### src/rtl/pwm_cap_pkg.sv
package pwm_cap_pkg;

  // Strobes from control to datapath, valid for one cycle each.
  typedef struct packed {
    logic clear;  // drop all counts (reset of measurement)
    logic rise;   // a low phase just ended
    logic fall;   // a high phase just ended
  } capStrobe_t;

endpackage

### src/rtl/pwm_cap_ctrl.sv
module pwm_cap_ctrl
  import pwm_cap_pkg::*;
#(
  parameter int NUM_SRC     = 8,
  parameter int SYNC_STAGES = 2,
  localparam int SEL_W      = (NUM_SRC > 1) ? $clog2(NUM_SRC) : 1
) (
  input  logic               clk,
  input  logic               rstN,
  input  logic [NUM_SRC-1:0] srcIn,
  input  logic [SEL_W-1:0]   srcSel,
  output capStrobe_t         strobe,
  output logic               capValid
);

  localparam int SETTLE  = SYNC_STAGES + 1;
  localparam int BLANK_W = $clog2(SETTLE + 1);

  logic [SEL_W-1:0]       selQ;
  logic                   selChange;
  logic [BLANK_W-1:0]     blankCnt;
  logic                   muxBit;
  logic [SYNC_STAGES-1:0] syncQ;
  logic                   synced;
  logic                   prevQ;
  logic                   lowSeen;
  logic                   highSeen;

  assign selChange = (srcSel != selQ);
  assign muxBit    = srcIn[selQ];
  assign synced    = syncQ[SYNC_STAGES-1];

  // Source register and post-switch blanking window
  always_ff @(posedge clk) begin
    if (!rstN) begin
      selQ     <= '0;
      blankCnt <= '0;
    end else if (selChange) begin
      selQ     <= srcSel;
      blankCnt <= BLANK_W'(SETTLE);
    end else if (blankCnt != '0) begin
      blankCnt <= blankCnt - 1'b1;
    end
  end

  // Synchronizer behind the select mux, then edge history
  always_ff @(posedge clk) begin
    if (!rstN) begin
      syncQ <= '0;
      prevQ <= 1'b0;
    end else begin
      syncQ <= {syncQ[SYNC_STAGES-2:0], muxBit};
      prevQ <= synced;
    end
  end

  always_comb begin
    strobe.clear = selChange || (blankCnt != '0);
    strobe.rise  = !strobe.clear && synced && !prevQ;
    strobe.fall  = !strobe.clear && !synced && prevQ;
  end

  // Phase bookkeeping for the valid flag
  always_ff @(posedge clk) begin
    if (!rstN || strobe.clear) begin
      lowSeen  <= 1'b0;
      highSeen <= 1'b0;
    end else begin
      if (strobe.rise) lowSeen  <= 1'b1;
      if (strobe.fall) highSeen <= 1'b1;
    end
  end

  assign capValid = lowSeen && highSeen;

  p_valid_drop_r7 : assert property (@(posedge clk) disable iff (!rstN)
    selChange |=> !capValid);

  p_valid_rise_r8 : assert property (@(posedge clk) disable iff (!rstN)
    $rose(capValid) |-> $past(strobe.rise || strobe.fall));

  p_sel_track_r1 : assert property (@(posedge clk) disable iff (!rstN)
    selChange |=> (selQ == $past(srcSel)));

endmodule

### src/rtl/pwm_cap_datapath.sv
module pwm_cap_datapath
  import pwm_cap_pkg::*;
#(
  parameter int CNT_W = 32
) (
  input  logic             clk,
  input  logic             rstN,
  input  capStrobe_t       strobe,
  output logic [CNT_W-1:0] lowLen,
  output logic [CNT_W-1:0] highLen,
  output logic [CNT_W-1:0] sinceEdge
);

  localparam logic [CNT_W-1:0] CNT_MAX = '1;

  logic [CNT_W-1:0] runCnt;
  logic [CNT_W-1:0] runNext;

  // Saturating increment shared by the counter and the latches
  assign runNext = (runCnt == CNT_MAX) ? CNT_MAX : runCnt + 1'b1;

  always_ff @(posedge clk) begin
    if (!rstN || strobe.clear) begin
      runCnt  <= '0;
      lowLen  <= '0;
      highLen <= '0;
    end else if (strobe.rise) begin
      lowLen <= runNext;
      runCnt <= '0;
    end else if (strobe.fall) begin
      highLen <= runNext;
      runCnt  <= '0;
    end else begin
      runCnt <= runNext;
    end
  end

  assign sinceEdge = runCnt;

  p_sat_hold_r6 : assert property (@(posedge clk) disable iff (!rstN)
    (runCnt == CNT_MAX) && !strobe.clear && !strobe.rise && !strobe.fall
      |=> (runCnt == CNT_MAX));

  p_since_inc_r5 : assert property (@(posedge clk) disable iff (!rstN)
    !strobe.clear && !strobe.rise && !strobe.fall && (runCnt != CNT_MAX)
      |=> (runCnt == $past(runCnt) + 1'b1));

  p_rise_keeps_high_r4 : assert property (@(posedge clk) disable iff (!rstN)
    strobe.rise |=> $stable(highLen));

  p_fall_keeps_low_r3 : assert property (@(posedge clk) disable iff (!rstN)
    strobe.fall |=> $stable(lowLen));

  p_clear_zero_r7 : assert property (@(posedge clk) disable iff (!rstN)
    strobe.clear |=> (lowLen == '0) && (highLen == '0) && (sinceEdge == '0));

endmodule

### src/rtl/pwm_capture.sv
module pwm_capture
  import pwm_cap_pkg::*;
#(
  parameter int NUM_SRC     = 8,
  parameter int CNT_W       = 32,
  parameter int SYNC_STAGES = 2,
  localparam int SEL_W      = (NUM_SRC > 1) ? $clog2(NUM_SRC) : 1
) (
  input  logic               clk,
  input  logic               rstN,
  input  logic [NUM_SRC-1:0] srcIn,
  input  logic [SEL_W-1:0]   srcSel,
  output logic [CNT_W-1:0]   lowLen,
  output logic [CNT_W-1:0]   highLen,
  output logic [CNT_W-1:0]   sinceEdge,
  output logic               capValid
);

  capStrobe_t strobe;

  pwm_cap_ctrl #(
    .NUM_SRC    (NUM_SRC),
    .SYNC_STAGES(SYNC_STAGES)
  ) uCtrl (
    .clk     (clk),
    .rstN    (rstN),
    .srcIn   (srcIn),
    .srcSel  (srcSel),
    .strobe  (strobe),
    .capValid(capValid)
  );

  pwm_cap_datapath #(
    .CNT_W(CNT_W)
  ) uData (
    .clk      (clk),
    .rstN     (rstN),
    .strobe   (strobe),
    .lowLen   (lowLen),
    .highLen  (highLen),
    .sinceEdge(sinceEdge)
  );

endmodule

### config.mk
export PLATFORM = sky130hd
export DESIGN_NAME = pwm_capture
export DESIGN_NICKNAME = d
export VERILOG_FILES = /design/src/rtl/pwm_cap_pkg.sv /design/src/rtl/pwm_cap_ctrl.sv /design/src/rtl/pwm_cap_datapath.sv /design/src/rtl/pwm_capture.sv
export SDC_FILE = /design/constraint.sdc
export NUM_CORES = 1
export LEC_CHECK = 0
export ABC_CLOCK_PERIOD_IN_PS = 2800
export BUFFER_PORTS_ARGS = -buffer_cell sky130_fd_sc_hd__buf_2
export CORE_MARGIN = 2
export CORE_UTILIZATION = 52
export CTS_BUF_LIST = sky130_fd_sc_hd__clkbuf_16
export DETAILED_ROUTE_END_ITERATION = 7
export GPL_ROUTABILITY_DRIVEN = 0
export GPL_TIMING_DRIVEN = 1
export PLACE_DENSITY = 0.79
export SYNTH_ARGS = -nofsm -noshare
export SYNTH_HDL_FRONTEND = slang
export SYNTH_SLANG_ARGS = --single-unit
### constraint.sdc
create_clock -name clk -period 2.8 [get_ports clk]
set_input_delay 0 -clock clk [delete_from_list [all_inputs] [get_ports clk]]
set_output_delay 0 -clock clk [all_outputs]
set_load 0.03 [all_outputs]
==> impl_metrics.csv, run 1 <==
group,metric,value,unit
die,pin_count,110,
timing,rsz0062_at_grt,"false",
worst_hold_path,hold_depth,4,
synthesis,async_flop_share,0,%
timing,setup_viol,0,
setup_path,critPathRequiredTime,2.99,ns
clock_tree,clock-sinks,106,
clock_tree,htreeDepth,3,
clock_tree,cts_root_buf,"clkbuf_16",
clock_tree,post_cts_buffers,0,
synthesis,yosys_warnings,0,
global_routing,grtUsageTotal,24.9,%
setup_path,arrival,2.56,ns
setup_path,cp-start-kind,"flop",
drt,detail_route.wl_per_cell,16.0,µm
power_and_ir_drop,power_leakage,2.26,nW
synthesis,synthAdderAreaFrac,0.602,%
global_routing,grt_pass1_vias,3580,
setup_path,end_kind,"flop",
die,floorplan.initialDensity,53.8,%
synthesis,synth_cell_types,39,
setup_path,r2r_cells,6,
placement,portBuffers,109,
synthesis,muxShareOfSynthArea,3.34,%
timing,hold_viol_final,0,
drt,met1_length,4650,µm
timing,tns,0,ns
drt,vias,3813,
synthesis,synth_compound_area_share,16.2,%
clock_tree,cts.clk_slew.worst_paths,0.07,ns
drt,highest_layer,"met4",
clock_tree,cts_made_buffers,9,
synthesis,avgSynthCellArea,9.13,µm²
layout,final_cell_mix,"buf_2, dfxtp_1, nor2_1",
timing,min_period,2.37,ns
power_and_ir_drop,p_per_area,545,nW/µm²
setup_path,ff2ff_setup_slack,0.43,ns
synthesis,synth_xor_area_share,6.11,%
global_routing,grt_pass1_wl,17200,µm
global_routing,grt_max_degree,33,
clock_tree,insertion_delay,0.34,ns
drt,wl_met3,843,µm
clock_tree,cts_tree,"built",
synthesis,synth_flop_cell,"dfxtp_1",
global_routing,overflow,0,
clock_tree,clk_path_buf_depth,2,
layout,layout.nets,582,
layout,layout-drive-gt1-share,27.3,%
synthesis,ys_seq_elements,106,
synthesis,synth_top_family_by_area,"simple AND/OR/NAND/NOR gates",
drt,routed_via_density,5.67,
synthesis,synth_seq_area_share,51.1,%
placement,postPlaceCellArea,4820,µm²
layout,n_antenna_cell,0,
synthesis,synth.cell_area,4160,µm²
worst_hold_path,min_path_type,"input port to flop",
clock_tree,post_cts_resized,0,
die,fp.dieArea,8720,µm²
global_routing,antenna_found_initial,0,
layout,nFillCells,629,
layout,mostFrequentLayoutCell,"buf_2",
drt,wl,10800,µm
clock_tree,cts_hold_buf,7,
timing,skew,0.0102,ns
setup_path,criticalPathCategory,"flop to flop",
timing,timing.fmax,422,MHz
timing,finalMaxSlewViolations,0,
synthesis,synthSimpleGateAreaFrac,19.0,%
die,placementRows,32,
outcome,status,"finished, final reports clean",
drt,dr.pass1.iters,5,
die,die_x,93.4,µm
drt,postRouteAntennaNets,0,
setup_path,path_max_fanout,13,
drt,drcViolationCount,0,
synthesis,synth_nets,470,
drt,dr_wl_met2,5110,µm
placement,hpwl,7590,µm
timing,slew-limit-headroom,56.4,%
drt,drt_iter0_drc,210,
timing,period_share,84.6,%
synthesis,syn_inst,455,
die,die_y,93.4,µm
synthesis,synth_edf_count,0,
layout,final_cell_area,5170,µm²
run,maxCapViolations,0,
timing,tightest_slew,0.652,ns
layout,area_growth,24.5,%
die,core,7730,µm²
power_and_ir_drop,peakVddDrop,0.330,mV
[worst max-delay path: stages (launching register included)]
cell and delay [ns]:
dfxtp_1 0.45, nand4_2 0.15, buf_4 0.20, or4_1 0.58
or4_1 0.48, mux2i_1 0.25, a21oi_1 0.10
[path summary, 6_finish.rpt]
path	from	endpoint
worst min register to register	uCtrl.syncQ[0]	uCtrl.syncQ[1]
worst max-delay path	uData.sinceEdge[4]	uData.highLen[31]
worst max register to register	uData.sinceEdge[4]	uData.highLen[31]
worst min-delay path	srcIn[2]	uCtrl.syncQ[0]
[layer usage]
metal  global-route usage, %  vias to the layer above
met5                       0                        -
met4                    8.82                        0
met3                    5.16                       18
met2                    41.1                      171
met1                    32.4                     1790
li1                        -                     1834
[cells in the mapped netlist (all sizes together) (3+ instances only)]
cell,count,share of area [%]
a211oi,13,2.3
o21ai,43,5.2
mux2,3,0.81
nand3,19,2.3
and4,7,1.5
o221a,7,1.9
xor2,23,4.8
and2,9,1.4
inv,6,0.54
and3,5,0.75
nor3,9,1.1
xnor2,6,1.3
nand2,13,1.2
nor2b,3,0.45
buf,6,0.99
or4,3,0.63
nand4,9,1.7
nor4,8,1.2
clkbuf,24,2.2
mux2i,6,1.4
a21oi,44,5.3
dfxtp,106,51
nor2,67,6.1
[kinds of logic after synthesis]
family          count (synthesis)
flops                         106
simple gates                  157
fa+ha+maj                       2
mux                            11
xor+xnor                       29
buf+inv                        36
compound gates                114
[flip-flops by register name (all words and copies together), names as in the netlist]
register         cells
uCtrl.blankCnt       2
uData.highLen       32
uCtrl.syncQ          2
uCtrl.lowSeen        1
uData.lowLen        32
uCtrl.prevQ          1
uCtrl.highSeen       1
uData.sinceEdge     32
uCtrl.selQ           3
[report_power, final]
| group | switching, mW | internal (mW) |
|---|---|---|
| registers | 0.00684 | 1.52 |
| logic | 0.0474 | 0.0379 |
| clock network | 0.529 | 0.682 |
[metrics by stage]
stage | instances | hold slack, ns | util [%] | setup WS [ns] | total power, mW
floorplan | 455 | 0.122 | - | 0.331 | 1.61
global placement | 651 | 0.228 | 62.3 | 0.461 | 1.63
finish | 673 | 0.153 | 66.9 | 0.432 | 2.82
detailed placement | 651 | 0.231 | 62.3 | 0.446 | 1.63
CTS | 673 | 0.161 | 66.9 | 0.427 | 2.82
global route | 673 | 0.195 | 66.9 | 0.214 | 2.90
[cell type report]
type                       count  area [µm²]  area share [%]
clock buffer                   9         225            4.36
clock inverter                 6        58.8            1.14
inverter                       6        22.5           0.436
multi-input combinational    313        1890            36.5
sequential                   106        2120            41.0
tap                          102         128            2.47
timing repair buffer         131         728            14.1
Note: power is estimated with default switching activity, not from simulation.
==> inputs of run 2 (changes only) <==
Settings changed: ABC_CLOCK_PERIOD_IN_PS 2800 to 2100, CORE_UTILIZATION 52 to 47, PLACE_DENSITY 0.79 to 0.75.
Clock period 2.8 ns to 2.1 ns, I/O delays scaled along.
==> run 2 against run 1 <==
Compared with the run above: count of clock-buffer cells in the layout increased by 1; critical path depth did not move; cell count up 4.3%; clock power rose by 36%; via count is 2.0% higher; sequential power grew 32%; hold slack worse by 0.013 ns; clock skew rose by 0.00098 ns; core utilization is 3.4 points lower; first-iteration DRC count fell by 22%; largest cell class unchanged; highest routed layer unchanged.
==> impl_metrics.csv, run 2 (same netlist as run 1, synthesis figures left out) <==
group,metric,value,unit
outcome,status,"finished, final reports clean",
clock_tree,htreeDepth,3,
worst_hold_path,min_path_type,"input port to flop",
drt,wl,11100,µm
drt,detail_route.wl_per_cell,15.7,µm
timing,tns,0,ns
setup_path,end_kind,"flop",
clock_tree,cts_made_buffers,9,
timing,setup_slack,0.0429,ns
die,floorplan.initialDensity,48.1,%
setup_path,r2r_start,"uData.sinceEdge[4]",
timing,hold_ws,0.140,ns
die,pin_count,110,
timing,finalMaxSlewViolations,0,
timing,tightest_slew,0.460,ns
drt,drcViolationCount,0,
layout,final_cell_mix,"buf_2, dfxtp_1, nor2_1",
die,core,8640,µm²
layout,n_antenna_cell,0,
layout,utilization,63.5,%
setup_path,r2r_cells,6,
drt,drt_iter0_drc,163,
drt,routed_via_density,5.54,
layout,mostFrequentLayoutCell,"buf_2",
layout,final_cell_area,5490,µm²
placement,place_ws,-0.0275,ns
run,maxCapViolations,0,
layout,area_growth,32.0,%
drt,dr.pass1.iters,5,
clock_tree,clock-sinks,106,
setup_path,slowest_stage,"or4_4",
die,die_x,98.0,µm
timing,min_period,2.06,ns
layout,layout.nets,604,
setup_path,cp-start-kind,"flop",
power_and_ir_drop,power_leakage,2.40,nW
power_and_ir_drop,power.total,3.79,mW
setup_path,cp_slowest_stage_delay,0.56,ns
global_routing,grt_pass1_wl,18000,µm
die,die_y,98.0,µm
global_routing,overflow,0,
die,fp.dieArea,9610,µm²
worst_hold_path,hold-path-endpoint,"uCtrl.syncQ[0]",
setup_path,path_max_fanout,6,
clock_tree,cts_tree,"built",
timing,timing.fmax,486,MHz
timing,rsz0062_at_grt,"true",
global_routing,grt_pass1_vias,3690,
setup_path,criticalPathCategory,"flop to flop",
timing,slew-limit-headroom,69.0,%
power_and_ir_drop,peakVddDrop,0.522,mV
setup_path,timing.rr.end,"uData.highLen[31]",
die,placementRows,34,
global_routing,antenna_found_initial,0,
clock_tree,clk_path_buf_depth,2,
power_and_ir_drop,p_per_area,690,nW/µm²
setup_path,arrival,2.28,ns
layout,final_cell_count_no_fill,702,
setup_path,crit_chain,"nand4_4 -> buf_6 -> or4_4 -> or4_4 -> mux2i_2 -> a21oi_1",
timing,setup_viol,0,
timing,skew,0.0112,ns
layout,nFillCells,760,
clock_tree,cts_root_buf,"clkbuf_16",
placement,hpwl,8080,µm
layout,layout-drive-gt1-share,34.5,%
global_routing,grtUsageTotal,23.1,%
setup_path,ff2ff_setup_slack,0.04,ns
worst_hold_path,hold_depth,4,
placement,dp_cells,679,
drt,postRouteAntennaNets,0,
timing,period_share,98.0,%
clock_tree,post_cts_buffers,0,
clock_tree,cts.clk_slew.worst_paths,0.07,ns
global_routing,grt_max_degree,28,
clock_tree,insertion_delay,0.34,ns
placement,postPlaceCellArea,5080,µm²
timing,hold_viol_final,0,
setup_path,critPathMostFrequentCell,"or4_4",
worst_hold_path,min_from,"srcIn[0]",
drt,vias,3889,
placement,portBuffers,109,
setup_path,critPathRequiredTime,2.33,ns
run 2: worst max-delay path by stage:
stage	start	to
after floorplan	uData.sinceEdge[15]	uData.lowLen[0]
after global placement	uData.sinceEdge[4]	uData.highLen[31]
after detailed placement	uData.sinceEdge[4]	uData.highLen[31]
after CTS	uData.sinceEdge[13]	uData.lowLen[7]
after global routing	uData.sinceEdge[4]	uData.highLen[31]
final	uData.sinceEdge[4]	uData.highLen[31]
run 2: routing by layer:
layer  wire length [µm]  vias up  global-route usage [%]
li1                   -     1888                       -
met1               4950     1874                    30.7
met2               5320      113                    37.7
met3                574       14                    3.94
met4                205        0                    8.65
met5                  0        -                       0
run 2: power by group:
part / switching [mW] / total [mW] / internal, mW
registers: 0.00865 / 2.01 / 2.01
clock network: 0.767 / 1.65 / 0.887
logic: 0.0643 / 0.118 / 0.0539
run 2: worst max-delay path, delay by kind of cell, from the launching register on:
kind | cells | cell delay [ns]
and+or+nand+nor | 3 | 1.14
DFF | 1 | 0.36
muxes | 1 | 0.21
buffers and inverters | 1 | 0.15
AOI/OAI and AO/OA | 1 | 0.09
run 2: final cells by class:
cell class / instances / area (µm²) / area share [%]
tap: 108 / 135 / 2.46
multi-input combinational: 313 / 1950 / 35.6
inverter: 6 / 22.5 / 0.411
sequential: 106 / 2170 / 39.6
timing repair buffer: 153 / 910 / 16.6
clock inverter: 6 / 45.0 / 0.821
clock buffer: 10 / 250 / 4.56
run 2: timing repair:
action	in CTS	in global routing
hold endpoints to repair	7	0
setup endpoints to repair	2	23
resized for setup	2	8
hold buffers	7	0
pin swaps	0	0
